### src/rtl/vlan_filt_pkg.sv
package vlan_filt_pkg;

  typedef enum logic [1:0] {
    KIND_UCAST = 2'd0,
    KIND_MCAST = 2'd1,
    KIND_BCAST = 2'd2,
    KIND_RSVD  = 2'd3
  } frame_kind_e;

  function automatic logic kind_is_group(input logic [1:0] kind);
    return kind != KIND_UCAST;
  endfunction

endpackage

### src/rtl/vlan_rst_sync.sv
module vlan_rst_sync #(
  parameter int STAGES = 2
) (
  input  logic clk,
  input  logic rst_n,
  output logic rst_sync_n
);

  logic [STAGES-1:0] chain_q;
  logic [STAGES-1:0] chain_d;

  always_comb begin
    chain_d = {chain_q[STAGES-2:0], 1'b1};
  end

  always_ff @(posedge clk or negedge rst_n) begin
    if (!rst_n) chain_q <= '0;
    else        chain_q <= chain_d;
  end

  assign rst_sync_n = chain_q[STAGES-1];

endmodule

### src/rtl/vlan_port_decode.sv
module vlan_port_decode #(
  parameter int NUM_PORTS = 9,
  parameter int PORT_W    = $clog2(NUM_PORTS)
) (
  input  logic [PORT_W-1:0]    port_idx,
  output logic [NUM_PORTS-1:0] port_onehot,
  output logic                 port_bad
);

  for (genvar p = 0; p < NUM_PORTS; p++) begin : g_dec
    assign port_onehot[p] = (port_idx == PORT_W'(p));
  end

  assign port_bad = (int'(port_idx) >= NUM_PORTS);

endmodule

### src/rtl/vlan_mask_view.sv
// Spreads one ingress port's compressed mask over the full port range,
// leaving a hole at the owner's position.
module vlan_mask_view #(
  parameter int NUM_PORTS = 9,
  parameter int OWNER     = 0,
  localparam int MASK_W   = NUM_PORTS - 1
) (
  input  logic [MASK_W-1:0]    mask,
  output logic [NUM_PORTS-1:0] view
);

  for (genvar j = 0; j < NUM_PORTS; j++) begin : g_bit
    if (j < OWNER) begin : g_below
      assign view[j] = mask[j];
    end else if (j == OWNER) begin : g_self
      assign view[j] = 1'b0;
    end else begin : g_above
      assign view[j] = mask[j-1];
    end
  end

endmodule

### src/rtl/vlan_filter_core.sv
module vlan_filter_core
  import vlan_filt_pkg::*;
#(
  parameter int NUM_PORTS = 9
) (
  input  logic [1:0]           kind,
  input  logic                 ucast_enforce,
  input  logic                 port_bad,
  input  logic [NUM_PORTS-1:0] port_onehot,
  input  logic [NUM_PORTS-1:0] sel_view,
  input  logic [NUM_PORTS-1:0] dest_vec,
  output logic [NUM_PORTS-1:0] egress_vec,
  output logic                 egress_empty
);

  logic                 restrict_en;
  logic [NUM_PORTS-1:0] allowed;

  always_comb begin
    restrict_en = kind_is_group(kind) || ucast_enforce;
    allowed     = restrict_en ? sel_view : {NUM_PORTS{1'b1}};
    if (port_bad) egress_vec = '0;
    else          egress_vec = dest_vec & allowed & ~port_onehot;
    egress_empty = (egress_vec == '0);
  end

endmodule

### src/rtl/vlan_egress_filter.sv
module vlan_egress_filter
  import vlan_filt_pkg::*;
#(
  parameter int  NUM_PORTS = 9,
  localparam int PORT_W    = $clog2(NUM_PORTS),
  localparam int MASK_W    = NUM_PORTS - 1,
  localparam int CFG_W     = NUM_PORTS * MASK_W
) (
  input  logic                 clk,
  input  logic                 rst_n,
  input  logic                 in_valid,
  input  logic [PORT_W-1:0]    in_port,
  input  logic [1:0]           in_kind,
  input  logic [NUM_PORTS-1:0] in_dest_vec,
  input  logic [CFG_W-1:0]     cfg_masks,
  input  logic                 cfg_ucast_enforce,
  output logic                 out_valid,
  output logic [NUM_PORTS-1:0] out_egress_vec,
  output logic                 out_drop
);

  logic                 rst_sync_n;
  logic [NUM_PORTS-1:0] port_onehot;
  logic                 port_bad;
  logic [NUM_PORTS-1:0] views [NUM_PORTS];
  logic [NUM_PORTS-1:0] sel_view;
  logic [NUM_PORTS-1:0] egress_d;
  logic                 empty_d;

  logic                 valid_q, valid_d;
  logic [NUM_PORTS-1:0] egress_q, egress_nx;
  logic                 drop_q, drop_nx;

  vlan_rst_sync #(.STAGES(2)) u_rst (
    .clk(clk), .rst_n(rst_n), .rst_sync_n(rst_sync_n)
  );

  vlan_port_decode #(.NUM_PORTS(NUM_PORTS), .PORT_W(PORT_W)) u_dec (
    .port_idx(in_port), .port_onehot(port_onehot), .port_bad(port_bad)
  );

  for (genvar p = 0; p < NUM_PORTS; p++) begin : g_view
    vlan_mask_view #(.NUM_PORTS(NUM_PORTS), .OWNER(p)) u_view (
      .mask(cfg_masks[p*MASK_W +: MASK_W]),
      .view(views[p])
    );
  end

  // AND-OR select of the ingress port's expanded mask
  always_comb begin
    sel_view = '0;
    for (int p = 0; p < NUM_PORTS; p++) begin
      sel_view |= views[p] & {NUM_PORTS{port_onehot[p]}};
    end
  end

  vlan_filter_core #(.NUM_PORTS(NUM_PORTS)) u_core (
    .kind(in_kind),
    .ucast_enforce(cfg_ucast_enforce),
    .port_bad(port_bad),
    .port_onehot(port_onehot),
    .sel_view(sel_view),
    .dest_vec(in_dest_vec),
    .egress_vec(egress_d),
    .egress_empty(empty_d)
  );

  // next-state: data loads only under its clock enable
  always_comb begin
    valid_d   = in_valid;
    egress_nx = egress_q;
    drop_nx   = drop_q;
    if (in_valid) begin
      egress_nx = egress_d;
      drop_nx   = empty_d;
    end
  end

  always_ff @(posedge clk or negedge rst_sync_n) begin
    if (!rst_sync_n) begin
      valid_q  <= 1'b0;
      egress_q <= '0;
      drop_q   <= 1'b0;
    end else begin
      valid_q  <= valid_d;
      egress_q <= egress_nx;
      drop_q   <= drop_nx;
    end
  end

  assign out_valid      = valid_q;
  assign out_egress_vec = egress_q;
  assign out_drop       = drop_q;

  a_r5_ingress_cleared: assert property (@(posedge clk) disable iff (!rst_sync_n)
    (out_valid && $past(rst_sync_n)) |-> ((out_egress_vec & $past(port_onehot)) == '0));

  a_r6_within_lookup: assert property (@(posedge clk) disable iff (!rst_sync_n)
    (out_valid && $past(rst_sync_n)) |-> ((out_egress_vec & ~$past(in_dest_vec)) == '0));

  a_r2_group_masked: assert property (@(posedge clk) disable iff (!rst_sync_n)
    (out_valid && $past(rst_sync_n) && $past(in_kind) != KIND_UCAST)
      |-> ((out_egress_vec & ~$past(sel_view)) == '0));

  a_r7_drop_when_empty: assert property (@(posedge clk) disable iff (!rst_sync_n)
    out_valid |-> (out_drop == (out_egress_vec == '0)));

  a_r8_valid_latency: assert property (@(posedge clk) disable iff (!rst_sync_n)
    $past(rst_sync_n) |-> (out_valid == $past(in_valid)));

  a_r11_hold_idle: assert property (@(posedge clk) disable iff (!rst_sync_n)
    ($past(rst_sync_n) && !$past(in_valid)) |-> ($stable(out_egress_vec) && $stable(out_drop)));

  a_r9_port_decode: assert property (@(posedge clk) disable iff (!rst_sync_n)
    port_bad ? (port_onehot == '0) : $onehot(port_onehot));

endmodule

### config.mk
export PLATFORM = sky130hd
export DESIGN_NAME = vlan_egress_filter
export DESIGN_NICKNAME = d
export VERILOG_FILES = /design/src/rtl/vlan_filt_pkg.sv /design/src/rtl/vlan_rst_sync.sv /design/src/rtl/vlan_port_decode.sv /design/src/rtl/vlan_mask_view.sv /design/src/rtl/vlan_filter_core.sv /design/src/rtl/vlan_egress_filter.sv
export SDC_FILE = /design/constraint.sdc
export NUM_CORES = 1
export LEC_CHECK = 0
export BUFFER_PORTS_ARGS = -buffer_cell sky130_fd_sc_hd__buf_2
export CAP_MARGIN = 20
export CORE_ASPECT_RATIO = 0.8
export CORE_UTILIZATION = 47
export DETAILED_ROUTE_END_ITERATION = 10
export GPL_TIMING_DRIVEN = 0
export PLACE_DENSITY_LB_ADDON = 0.1
export SETUP_SLACK_MARGIN = 0.1
export SKIP_LAST_GASP = 1
export SYNTH_ARGS = -nofsm -noshare
export SYNTH_HDL_FRONTEND = slang
export SYNTH_HIERARCHICAL = 1
export SYNTH_SLANG_ARGS = --single-unit
export TNS_END_PERCENT = 30
### constraint.sdc
create_clock -name clk -period 0.8 [get_ports clk]
set_clock_uncertainty 0.05 [all_clocks]
set_input_delay 0.04 -clock clk [delete_from_list [all_inputs] [get_ports clk]]
set_output_delay 0.04 -clock clk [all_outputs]
set_load 0.05 [all_outputs]
# ---- After elaboration in Yosys (flattened, before gate mapping)
# Cells that the tools add are included.
dict set report word_totals {
  out_inout_bits 11
  reg_bits 13
  in_bits 91
  word_cells 39
}
dict set report classes {
  order_cmp 1
  eq_ne 8
  n_mux 2
  n_reduce_logical 4
  bitwise 20
}
# operator count
set ops {}
lappend ops {{bitwise AND 9 bit} 10}
lappend ops {{OR 9 bit} 8}
lappend ops {{two-way mux 9 bit} 2}
lappend ops {{== test 4 x 3 -> 1 bit, second input constant} 4}
lappend ops {{bitwise AND 8 x 9 -> 9 bit} 1}
lappend ops {{logical NOT 9 bit} 1}
lappend ops {{inverter 9 bit} 1}
lappend ops {{== test 4 x 2 -> 1 bit, second input constant} 2}
lappend ops {{== test 4 x 1 -> 1 bit, second input constant} 1}
lappend ops {{== test 4 bit, second input constant} 1}
lappend ops {{greater-or-equal comparator 4 bit, second input constant} 1}
lappend ops {{logical NOT 4 bit} 1}
lappend ops {{nonzero test 2 bit} 1}
lappend ops {{logical OR 1 bit} 1}

# ---- Longest topological paths before layout
# Gate-level depths: netlist of run 1.
dict set report depth {
  depth_word 15
  depth_mapped 10
  ltp_nobuf 8
}

# ---- Cells and area by module
# The synthesis of run 1 kept the hierarchy.
# module n_inst area_per_inst_um2 seq_area_each_um2 cells_each
set by_module_without_submodules {}
lappend by_module_without_submodules {vlan_egress_filter 1 872.1 275.3 76}
lappend by_module_without_submodules {vlan_mask_view 9 71.3 0.0 10}
lappend by_module_without_submodules {vlan_filter_core 1 241.5 0.0 39}
lappend by_module_without_submodules {vlan_port_decode 1 217.7 0.0 14}
lappend by_module_without_submodules {vlan_rst_sync 1 53.8 50.0 3}

# ---- Least setup slack after synthesis of run 1
# Ideal clock, no wire load.
dict set report synth_path {
  path_type {input to register}
  start {in in_port[3]}
  end {reg drop_q (netlist: out_drop)}
  arrival_ps 1799
  required_time_ps 683
  path_slack_ps -1116
  cell_stages 9
  setup_ps 67
  path_buffers 2
  path_cell_list {buf_6 > and4bb_2 > clkbuf_2 > a222oi_1 > nand3_1 > a222oi_1 > and4_1 > a41o_1 > mux2_2}
}
dict set report synth_via {
  elab_cells_between_ends 33
  classes_between {order compare: 1; eq/ne: 8; mux: 2; bitwise: 20; reduce/logical: 2}
}
# element line_no
set synth_lines {}
lappend synth_lines {{start: declaration} vlan_egress_filter.sv:12} ;# input logic [PORT_W-1:0] in_port,
lappend synth_lines {{== test 4 x 3 -> 1 bit} vlan_port_decode.sv:11} ;# assign port_onehot[p] = (port_idx == PORT_W'(p));
lappend synth_lines {{net port_onehot[6]} vlan_egress_filter.sv:23} ;# logic [NUM_PORTS-1:0] port_onehot;
lappend synth_lines {{bitwise AND 9 bit} vlan_egress_filter.sv:53} ;# sel_view |= views[p] & {NUM_PORTS{port_onehot[p]}};
lappend synth_lines {{OR 9 bit (3 in series)} vlan_egress_filter.sv:53}
lappend synth_lines {{net sel_view[4]} vlan_egress_filter.sv:26} ;# logic [NUM_PORTS-1:0] sel_view;
lappend synth_lines {{two-way mux 9 bit} vlan_filter_core.sv:21} ;# allowed = restrict_en ? sel_view : {NUM_PORTS{1'b1}};
lappend synth_lines {{bitwise AND 9 bit (2 in series)} vlan_filter_core.sv:23} ;# else egress_vec = dest_vec & allowed & ~port_onehot;
lappend synth_lines {{two-way mux 9 bit} vlan_filter_core.sv:22} ;# if (port_bad) egress_vec = '0;
lappend synth_lines {{logical NOT 9 bit} vlan_filter_core.sv:24} ;# egress_empty = (egress_vec == '0);
lappend synth_lines {{net empty_d} vlan_egress_filter.sv:28} ;# logic empty_d;
lappend synth_lines {{end signal: assignment} vlan_egress_filter.sv:87} ;# drop_q <= drop_nx;
lappend synth_lines {{end: declaration} vlan_egress_filter.sv:32} ;# logic drop_q, drop_nx;
# The timed path passes the listed nets, and every way through them passes these cells.
# A chain may end at the register's enable or synchronous reset.

# ---- Worst setup path in the final report of run 1
dict set report layout_path {
  start {in in_port[1]}
  end {reg drop_q (netlist: out_drop)}
}
dict set report layout_via {
  elab_cells_between_ends 33
  classes_between {order compare: 1; eq/ne: 8; mux: 2; bitwise: 20; reduce/logical: 2}
}
# element line_no
set layout_lines {}
lappend layout_lines {{== test 4 x 3 -> 1 bit} vlan_port_decode.sv:11}
lappend layout_lines {{net port_onehot[7]} vlan_egress_filter.sv:23}
lappend layout_lines {{bitwise AND 9 bit} vlan_egress_filter.sv:53}
lappend layout_lines {{OR 9 bit (2 in series)} vlan_egress_filter.sv:53}
lappend layout_lines {{net sel_view[4]} vlan_egress_filter.sv:26}
lappend layout_lines {{two-way mux 9 bit} vlan_filter_core.sv:21}
lappend layout_lines {{bitwise AND 9 bit (2 in series)} vlan_filter_core.sv:23}
lappend layout_lines {{two-way mux 9 bit} vlan_filter_core.sv:22}
lappend layout_lines {{logical NOT 9 bit} vlan_filter_core.sv:24}
lappend layout_lines {{net empty_d} vlan_egress_filter.sv:28}
# The timed path passes the listed nets, and every way through them passes these cells.

==> flow_metrics.env, run 1 <==
export IMPL_outcome="finished, violations left"
export IMPL_violations="negative setup slack"
export IMPL_synth_common_cells="buf_4, dfrtp_1, a222oi_1, conb_1, mux2_2"
export IMPL_dp_hpwl_mm=3.68
export IMPL_antenna_found_initial=0
export IMPL_ant_nets=0
export IMPL_synth_edf_count=0
export IMPL_die_h_um=60.7
export IMPL_cts_sinks=13
export IMPL_numCtsBuffers=3
export IMPL_cts_max_level=1
export IMPL_syn_avg_cell_area_um2=9.13
export IMPL_dp_cells=302
export IMPL_grt_overflow_total=0
export IMPL_via_per_inst=5.09
export IMPL_cts_clk_slew_worst_paths_ns=0.05
export IMPL_finalMaxSlewViolations=0
export IMPL_leakagePower_nw=1.32
export IMPL_drtIter0Drc=68
export IMPL_initial_core_util_pct=51.3
export IMPL_synth_xor_area_share_pct=0
export IMPL_critPathRequiredTime_ns=0.93
export IMPL_synth_cells=222
export IMPL_grt_usage_pct=21.7
export IMPL_cts_tree="done"
export IMPL_layout_drive_gt1_share_pct=65.2
export IMPL_syn_num_nets=313
export IMPL_synth_compound_area_share_pct=21.1
export IMPL_hold_viol_final=0
export IMPL_num_vias=1700
export IMPL_max_cap_violations=0
export IMPL_setup_violations=21
export IMPL_wl_per_cell_um=14.8
export IMPL_fp_row_count=20
export IMPL_syn_area_um2=2030
export IMPL_fin_ws_ns=-1.08
export IMPL_clk_path_buf_depth=2
export IMPL_cts_root_buf="clkbuf_8"
export IMPL_die_area_um2=4580
export IMPL_yosys_top_cells_area="buf_4, dfrtp_1, a221oi_2, mux2_2, a222oi_1"
export IMPL_coreArea_um2=3950
export IMPL_final_cells=334
export IMPL_grt_pass1_wl_mm=7.46
export IMPL_grt_max_degree=12
export IMPL_cp_end_kind="register"
export IMPL_crit_buf_inv=2
export IMPL_path_cells="buf_12 > and4b_1 > buf_6 > a22o_1 > a221oi_2 > nand3_1 > a222oi_1 > and4_1 > a41o_1 > mux2_2"
export IMPL_hold_slack_ns=0.0606
export IMPL_pre_cts_ws_ns=-1.35
export IMPL_cp_slowest_cell="a222oi_1"
export IMPL_synth_most_common_cell="buf_4"
export IMPL_max_freq_ghz=0.532
export IMPL_relSlewSlack_pct=65.0
export IMPL_fin_nets=371
export IMPL_die_width_um=75.4
export IMPL_ys_seq_area_share_pct=16.0
export IMPL_rsz0062_at_grt="true"
export IMPL_yosysTopAreaCell="buf_4"
export IMPL_critPathLaunch="in_port[1]"
export IMPL_synth_cell_types=34
export IMPL_ys_ff_latch=13
export IMPL_worst_pin_slew_ns=0.523
export IMPL_timing_final_crit_share_pct=235
export IMPL_critPathMaxStageDelay_ns=0.39
export IMPL_portBuffers=25
export IMPL_min_period_ns=1.88
export IMPL_async_flop_share_pct=100
export IMPL_synthFlopType="dfrtp_1"
export IMPL_crit_path_max_fanout=10
export IMPL_yosys_area_share_simple_pct=19.5
export IMPL_grt_pass1_vias=1590
export IMPL_yosys_area_top_type_share_pct=30.4
export IMPL_routed_wl_mm=4.95
export IMPL_ios=102
export IMPL_antenna_cells=0
export IMPL_critPathTopFamily="compound AO/OA/AOI/OAI gates"
export IMPL_routabilityCongestion=0.842
export IMPL_yosysWarnings=6
export IMPL_first_pass_iters=5
export IMPL_clock_latency_ns=0.23
export IMPL_critPathArrivalTime_ns=2.01
export IMPL_synth_top_family_by_area="buffers and inverters"
export IMPL_start_kind="input port"
export IMPL_timing_rr_start="out_egress_vec[6]"
export IMPL_crit_type="input port to register"
export IMPL_worstHoldPathType="input port to asynchronous set/reset pin"
export IMPL_place_area_um2=2270
export IMPL_power_density_nw_per_um2=968
export IMPL_synthToLayoutAreaGrowth_pct=31.0
export IMPL_ir_drop_mv=1.16
export IMPL_drc=0
export IMPL_synth_area_mux_share_pct=5.56
export IMPL_synth_adder_area_share_pct=0
export IMPL_stdcell_area_um2=2660
final timing paths:
kind | to | slack (ns) | cells after the start
max in group asynchronous | out_valid | 0.28 | 0
worst min register to register | out_egress_vec[8] | 0.12 | 0
worst max register to register | out_egress_vec[6] | -0.01 | 1
worst min-delay path | u_rst/chain_q[0] | 0.06 | 2
min in group clk | out_egress_vec[1] | 0.23 | 4
worst max-delay path | out_drop | -1.08 | 10
where the power goes:
group | leakage, nW | switching, W | total [W] | internal, W
logic | 1.13 | 0.000560 | 0.00126 | 0.000702
registers | 0.169 | 0.0000321 | 0.000741 | 0.000709
clock network | 0.0228 | 0.000216 | 0.000567 | 0.000351
total | 1.32 | 0.000808 | 0.00257 | 0.00176
cells by family (layout without fill, tap and decap cells):
group                  count (synthesis)  count (layout)
and+or+nand+nor                       49              49
muxes                                 10              10
DFF                                   13              13
AOI/OAI and AO/OA                     43              43
other                                 10              10
buffers and inverters                 97             154
flip-flops by register name (all words and copies together) (netlist names):
register	count
out_drop	1
out_egress_vec	9
u_rst/chain_q	2
out_valid	1
routing by layer:
metal	wire [um]	global-route usage (%)	vias to the layer above
met5	0	0	-
met1	2240	30.0	795
met2	2410	37.4	70
met3	298	2.99	0
li1	-	-	835
met4	0	2.65	0
repair_timing:
action	CTS	global route
hold buffers	2	0
pin swaps	18	14
endpoints found under the hold margin	3	0
gates resized for setup	16	7
buffers inserted	15	9
endpoints found under the setup margin	21	21
gates cloned	2	0
final cells by class:
cell class | instances | area (um2)
plain buffers | 96 | 793
clock buffers | 4 | 45.0
fillers | 366 | 1300
inverters | 1 | 3.75
multi-input cells | 112 | 1010
flip-flops and latches | 13 | 325
well taps | 55 | 68.8
repair buffers | 53 | 405
through the flow:
step	TNS [ns]	util (%)	total power, W
detailed placement	-9.95	57.3	0.00181
CTS	-9.44	64.9	0.00252
global route	-10.94	67.2	0.00271
floorplan	-7.92	-	0.00162
finish	-9.71	67.2	0.00257
global placement	-9.63	57.3	0.00181
layout by cell type, fill, tap and decap left out, drive strengths merged:
master,count
clkbuf,9
a41o,1
nor3b,3
a222oi,10
a22oi,9
a221oi,9
nor4b,4
mux2,10
dlygate4sd3,2
nor2,9
nand2b,3
and4,1
conb,10
o41ai,1
nor4,1
nor2b,6
and4b,1
o31a,1
a32oi,1
nor3,5
buf,141
a22o,9
bufbuf,1
inv,1
dfrtp,13
or2b,1
nand3,9
and4bb,3
nand4,1
nand3b,2
o21ai,2
Power figures use the tool's default switching activity.
==> run 2: changes to the inputs <==
Settings changed: CORE_UTILIZATION 47 to 41, SYNTH_HIERARCHICAL 1 to unset.
==> run 2 against run 1 <==
Against the previous run: the flow still finishes with violations (negative setup slack); first-iteration DRC count rose to 2.6 times the previous value; global-route usage is 11 points higher; clock power grew 12%; die area down 21%; flip-flop and latch count did not move; sequential share of layout area up 0.30 points; combinational power increased by 8%; hold slack worse by 0.026 ns; synthesized cell count shrank 24%; final cell count grew 3.3%; register-to-register slack got worse by 0.07 ns; critical path depth is 1 lower.
==> flow_metrics.env, run 2 <==
export IMPL_routabilityCongestion=0.847
export IMPL_coreArea_um2=3150
export IMPL_cts_clk_slew_worst_paths_ns=0.06
export IMPL_fp_row_count=18
export IMPL_wl_per_cell_um=17.6
export IMPL_yosysTopAreaCell="dfrtp_1"
export IMPL_ys_seq_area_share_pct=23.6
export IMPL_start_kind="input port"
export IMPL_via_per_inst=6.10
export IMPL_fin_ws_ns=-0.791
export IMPL_pre_cts_ws_ns=-1.25
export IMPL_max_freq_ghz=0.628
export IMPL_routed_wl_mm=6.09
export IMPL_synth_compound_area_share_pct=31.2
export IMPL_synth_most_common_cell="dfrtp_1"
export IMPL_synthToLayoutAreaGrowth_pct=88.1
export IMPL_synth_cell_types=53
export IMPL_synth_area_mux_share_pct=14.1
export IMPL_num_vias=2104
export IMPL_crit_type="input port to register"
export IMPL_syn_avg_cell_area_um2=8.15
export IMPL_synth_common_cells="dfrtp_1, nand2_1, o21ai_0, a21oi_1, nor2_1"
export IMPL_synth_top_family_by_area="compound AO/OA/AOI/OAI gates"
export IMPL_yosysWarnings=0
export IMPL_cts_tree="done"
export IMPL_grt_max_degree=12
export IMPL_drtIter0Drc=175
export IMPL_cts_sinks=13
export IMPL_layout_commonest_cell="buf_2"
export IMPL_die_area_um2=3600
export IMPL_worst_pin_slew_ns=0.722
export IMPL_cts_root_buf="clkbuf_8"
export IMPL_timing_final_crit_share_pct=199
export IMPL_grt_pass1_wl_mm=8.77
export IMPL_numCtsBuffers=3
export IMPL_clock_latency_ns=0.26
export IMPL_finalMaxSlewViolations=0
export IMPL_critPathRequiredTime_ns=0.91
export IMPL_ir_drop_mv=1.23
export IMPL_path_cells="buf_12 > buf_12 > buf_8 > mux2_4 > a32oi_1 > nand2_1 > o221ai_4 > o2111ai_4 > o32ai_2"
export IMPL_synthFlopType="dfrtp_1"
export IMPL_synth_edf_count=0
export IMPL_fin_tns_setup_ns=-7.49
export IMPL_portBuffers=100
export IMPL_crit_path_frequent_cell="buf_12"
export IMPL_max_cap_violations=0
export IMPL_antenna_found_initial=0
export IMPL_hold_viol_final=0
export IMPL_power_density_nw_per_um2=1050
export IMPL_grt_pass1_vias=1829
export IMPL_relSlewSlack_pct=51.6
export IMPL_synth_cells=169
export IMPL_ys_ff_latch=13
export IMPL_initial_core_util_pct=43.7
export IMPL_fin_nets=397
export IMPL_drc=0
export IMPL_layout_common_cells="buf_2, buf_4, dfrtp_1"
export IMPL_violations="negative setup slack"
export IMPL_setup_violations=21
export IMPL_ant_nets=0
export IMPL_yosys_area_top_type_share_pct=23.6
export IMPL_worstHoldPathType="input port to register"
export IMPL_rsz0062_at_grt="true"
export IMPL_finish_utilization_pct=82.2
export IMPL_outcome="finished, violations left"
export IMPL_crit_path_max_fanout=6
export IMPL_first_pass_iters=5
export IMPL_grt_usage_pct=33.2
export IMPL_yosys_top_cells_area="dfrtp_1, mux2_2, mux2i_1, o21ai_0, a21oi_1"
export IMPL_syn_num_nets=260
export IMPL_critPathArrivalTime_ns=1.70
export IMPL_yosys_area_share_simple_pct=24.0
export IMPL_ios=102
export IMPL_async_flop_share_pct=100
export IMPL_grt_overflow_total=0
export IMPL_synth_adder_area_share_pct=0
export IMPL_dp_hpwl_mm=3.86
export IMPL_min_period_ns=1.59
export IMPL_leakagePower_nw=1.30
export IMPL_syn_area_um2=1380
export IMPL_critPathMaxStageDelay_ns=0.29
export IMPL_p_total_w=0.00273
export IMPL_clk_path_buf_depth=2
export IMPL_largest_register_ffs=9
export IMPL_cp_slowest_cell="mux2_4"
export IMPL_die_h_um=53.8
export IMPL_antenna_cells=0
export IMPL_die_width_um=66.8
export IMPL_cts_max_level=1
export IMPL_layout_drive_gt1_share_pct=59.3
export IMPL_cp_end_kind="register"
export IMPL_synth_xor_area_share_pct=0
==> run 2: timing repair <==
| item | 4_1_cts | 5_1_grt |
|---|---|---|
| gates cloned | 4 | 0 |
| hold buffers | 2 | 0 |
| hold endpoints to repair | 3 | 0 |
| pin swaps | 15 | 14 |
| gates resized for setup | 28 | 24 |
| buffers inserted | 21 | 10 |
| setup endpoints to repair | 21 | 21 |
==> run 2: critical path: cells and delay by family <==
family / cells / cell delay, ns
AO/OA/AOI/OAI: 4 / 0.88
buffers and inverters: 3 / 0.37
multiplexers: 1 / 0.29
AND/OR/NAND/NOR: 1 / 0.13
==> run 2: final cells by class <==
type | count | area [um2]
Timing Repair Buffer | 133 | 883
Fill cell | 193 | 562
Sequential cell | 13 | 325
Multi-Input combinational cell | 135 | 1120
Tap cell | 40 | 50.0
Buffer | 14 | 141
Clock inverter | 1 | 5.00
Clock buffer | 3 | 41.3
Inverter | 6 | 22.5
==> run 2: per-layer routing <==
| layer | share of wire (%) | global-route usage [%] | up-vias |
|---|---|---|---|
| met3 | 12 | 7.42 | 18 |
| met1 | 39 | 43.3 | 986 |
| met4 | 1.4 | 6.74 | 0 |
| li1 | - | - | 934 |
| met5 | 0 | 0 | - |
| met2 | 47 | 56.6 | 166 |
==> run 2: worst paths after layout <==
check	start	endpoint	slack, ns	cells after the start
worst max-delay path	in_port[2]	out_drop	-0.79	9
worst min-delay path	in_dest_vec[8]	out_egress_vec[8]	0.03	2
worst max register to register	out_egress_vec[8]	out_egress_vec[8]	-0.08	2
worst min register to register	u_rst.chain_q[1]	out_egress_vec[3]	0.14	0
max in group asynchronous	u_rst.chain_q[1]	out_egress_vec[7]	0.25	0
min in group asynchronous	rst_n	u_rst.chain_q[1]	0.04	2
==> run 2: cell families after synthesis <==
kind of cell | Yosys count
simple gates | 57
flops | 13
buf+inv | 21
mux | 18
other cells | 1
compound gates | 59
==> run 2: report_power, final <==
part	internal [W]	total (W)	switching, W
registers	0.000706	0.000741	0.0000349
clock network	0.000346	0.000637	0.000291
logic	0.000674	0.00136	0.000681
==> run 2: through the flow <==
step                cell area [um2]  hold WS [ns]  std cells
finish                         2590        0.0350        345
global placement               2020        -0.223        309
CTS                            2440        0.0310        338
detailed placement             2020        -0.222        309
floorplan                      1470        -0.306        169
global route                   2590        0.0386        345
==> run 3: changes to the inputs <==
Settings changed: ABC_AREA set to 1, CORE_UTILIZATION 41 to 40, MAX_ROUTING_LAYER set to met4.
==> run 3 against run 2 <==
Against the previous run: the flow still finishes with violations (negative setup slack); sequential share of layout area rose by 1.6 points; global-route usage fell by 3.6 points; clock-buffer cell count rose by 1.
==> flow_metrics.env, run 3 <==
export IMPL_clk_path_buf_depth=2
export IMPL_grt_usage_pct=29.6
export IMPL_ir_drop_mv=1.03
export IMPL_power_density_nw_per_um2=1020
export IMPL_numCtsBuffers=3
export IMPL_drtIter0Drc=111
export IMPL_rsz0062_at_grt="true"
export IMPL_grt_pass1_wl_mm=7.59
export IMPL_switchingPower_w=0.000862
export IMPL_cp_slowest_cell="nor2_4"
export IMPL_power_share_switching_pct=36.6
export IMPL_ys_ff_latch=13
export IMPL_critPathTopFamily="simple AND/OR/NAND/NOR gates"
export IMPL_layout_drive_gt1_share_pct=46.5
export IMPL_cts_tree="done"
export IMPL_max_cap_violations=0
export IMPL_start_kind="input port"
export IMPL_timing_rr_start="out_egress_vec[6]"
export IMPL_cts_sinks=13
export IMPL_finish_utilization_pct=73.7
export IMPL_crit_type="input port to register"
export IMPL_antenna_found_initial=0
export IMPL_antenna_cells=0
export IMPL_ios=102
export IMPL_stdcell_area_um2=2310
export IMPL_die_width_um=66.7
export IMPL_path_cells="buf_8 > nor2_4 > buf_6 > nand3_2 > nand2_2 > nor2_1 > nand3_1 > nand2_2 > nand2_1 > nor2_1 > nand3_1 > nand2_1"
export IMPL_worst_r2r_cell_count=2
export IMPL_routed_wl_mm=5.15
export IMPL_grt_max_degree=12
export IMPL_layout_commonest_cell="buf_2"
export IMPL_wl_per_cell_um=12.8
export IMPL_coreArea_um2=3130
export IMPL_grt_overflow_total=0
export IMPL_min_from="in_valid"
export IMPL_setup_violations=21
export IMPL_first_pass_iters=4
export IMPL_synth_cells=242
export IMPL_place_area_um2=2000
export IMPL_synthFlopType="dfrtp_1"
export IMPL_synth_most_common_cell="nand2_1"
export IMPL_routabilityCongestion=0.902
export IMPL_intPower_w=0.00150
export IMPL_die_h_um=53.7
export IMPL_layout_common_cells="buf_2, nand2_1, nand3_1"
export IMPL_syn_avg_cell_area_um2=5.53
export IMPL_crit_path_max_fanout=7
export IMPL_crit_buf_inv=2
export IMPL_yosysWarnings=0
export IMPL_initial_core_util_pct=42.8
export IMPL_die_area_um2=3580
export IMPL_async_flop_share_pct=100
export IMPL_whs_endpoint="out_egress_vec[7]"
export IMPL_r2r_end="out_egress_vec[6]"
export IMPL_fp_row_count=18
export IMPL_synth_edf_count=0
export IMPL_pwr_share_comb_pct=44.6
export IMPL_cts_max_level=1
export IMPL_fin_ws_ns=-0.266
export IMPL_syn_area_um2=1340
export IMPL_worstHoldPathType="input port to register"
export IMPL_fin_nets=453
export IMPL_fin_tns_setup_ns=-2.77
export IMPL_clkPwrFrac_pct=24.1
export IMPL_portBuffers=101
export IMPL_yosysTopAreaCell="dfrtp_1"
export IMPL_dp_hpwl_mm=3.68
export IMPL_yosys_top_cells_area="dfrtp_1, nand2_1, nand3_1, nor2_1, inv_1"
export IMPL_yosys_area_top_type_share_pct=24.3
export IMPL_seqPwrFrac_pct=31.3
export IMPL_critPathArrivalTime_ns=1.14
export IMPL_min_period_ns=1.07
export IMPL_drc=0
export IMPL_largest_register_ffs=9
export IMPL_reg2reg_slack_ns=0.08
export IMPL_ant_nets=0
export IMPL_ys_seq_area_share_pct=24.3
export IMPL_synthToLayoutAreaGrowth_pct=72.4
export IMPL_grt_pass1_vias=1727
export IMPL_cts_root_buf="clkbuf_8"
export IMPL_cts_clk_slew_worst_paths_ns=0.05
export IMPL_cp_end_kind="register"
export IMPL_max_freq_ghz=0.938
export IMPL_outcome="finished, violations left"
export IMPL_nFillCells=263
export IMPL_hold_viol_final=0
export IMPL_finalMaxSlewViolations=0
export IMPL_num_vias=2009
export IMPL_holdPathStages=3
export IMPL_p_total_w=0.00236
export IMPL_syn_num_nets=333
export IMPL_clock_latency_ns=0.24
export IMPL_critPathRequiredTime_ns=0.88
export IMPL_critPathMaxStageDelay_ns=0.24
export IMPL_timing_final_crit_share_pct=133
export IMPL_synth_common_cells="nand2_1, nand3_1, nor2_1, inv_1, dfrtp_1"
export IMPL_pre_cts_ws_ns=-0.698
export IMPL_worst_path_stages=12
export IMPL_via_per_inst=5.01
export IMPL_leakagePower_nw=1.34
export IMPL_synth_cell_types=19
export IMPL_violations="negative setup slack"
==> run 3: cell count changes after synthesis, sizes merged, moves of 4 or more <==
cell	delta
nor2	+35
nand3	+55
a21oi	-6
nand2	+72
o21ai	-4
mux2	-11
buf	-5
nor2b	-5
nor3	-6
o31ai	-5
a32oi	-5
o211ai	-4
inv	+12
mux2i	-7
==> run 3: through the flow <==
stage | instances | hold slack, ns
4_1_cts | 399 | 0.0209
2_1_floorplan | 242 | -0.306
6_report | 401 | 0.0217
3_5_place_dp | 383 | -0.224
3_3_place_gp | 383 | -0.225
5_1_grt | 401 | 0.0259
==> run 3: tightest hold or removal path, delay by kind of cell <==
family	cells	cell delay [ns]
simple gates	2	0.13
buf+inv	1	0.10
==> run 3: cell type report <==
| type | instances | area [um2] | share of cell area, % |
|---|---|---|---|
| inverters | 18 | 97.6 | 4.23 |
| well taps | 40 | 50.0 | 2.17 |
| flip-flops and latches | 13 | 328 | 14.2 |
| multi-input cells | 203 | 1020 | 44.4 |
| clock buffers | 4 | 45.0 | 1.95 |
| repair buffers | 115 | 677 | 29.3 |
| plain buffers | 8 | 86.3 | 3.74 |
==> run 3: per-layer routing <==
layer	routed length (um)	vias up	global-route usage, %	share of wire [%]
li1	-	1017	-	-
met1	2250	875	39.6	44
met2	2360	114	48.5	46
met3	519	3	5.30	10
met4	17	0	2.48	0.33
met5	0	-	-	0
==> run 3: power groups by stage <==
stage	Clock, W	Combinational [W]	Sequential, W
after floorplan	0	0.000367	0.000899
after global placement	0	0.000892	0.000748
after detailed placement	0	0.000893	0.000750
after CTS	0.000581	0.000997	0.000739
after global routing	0.000613	0.00113	0.000745
final	0.000568	0.00105	0.000738
==> run 3: worst max path at each step <==
stage,from,endpoint,slack (ns)
after CTS,in_port[2],out_drop,-0.21
after global placement,in_port[1],out_drop,-0.69
after global routing,in_port[2],out_drop,-0.33
final,in_port[3],out_drop,-0.27
after floorplan,in_port[1],out_drop,-0.19
after detailed placement,in_port[1],out_drop,-0.70
==> run 3: what timing repair did <==
item,CTS,global route
pin swaps,9,12
resized for setup,30,20
hold buffers,2,0
endpoints found under the hold margin,3,0
setup buffers,6,2
setup endpoints to repair,21,21
cloned,4,0
==> run 3: cells by family (layout without fill, tap and decap cells) <==
| logic type | after synthesis | count (layout) | share of synthesized area [%] |
|---|---|---|---|
| buffers and inverters | 26 | 145 | 9.63 |
| AND/OR/NAND/NOR | 190 | 190 | 61.0 |
| AO/OA/AOI/OAI | 12 | 12 | 4.77 |
| other | 1 | 1 | 0.280 |
| flip-flops | 13 | 13 | 24.3 |
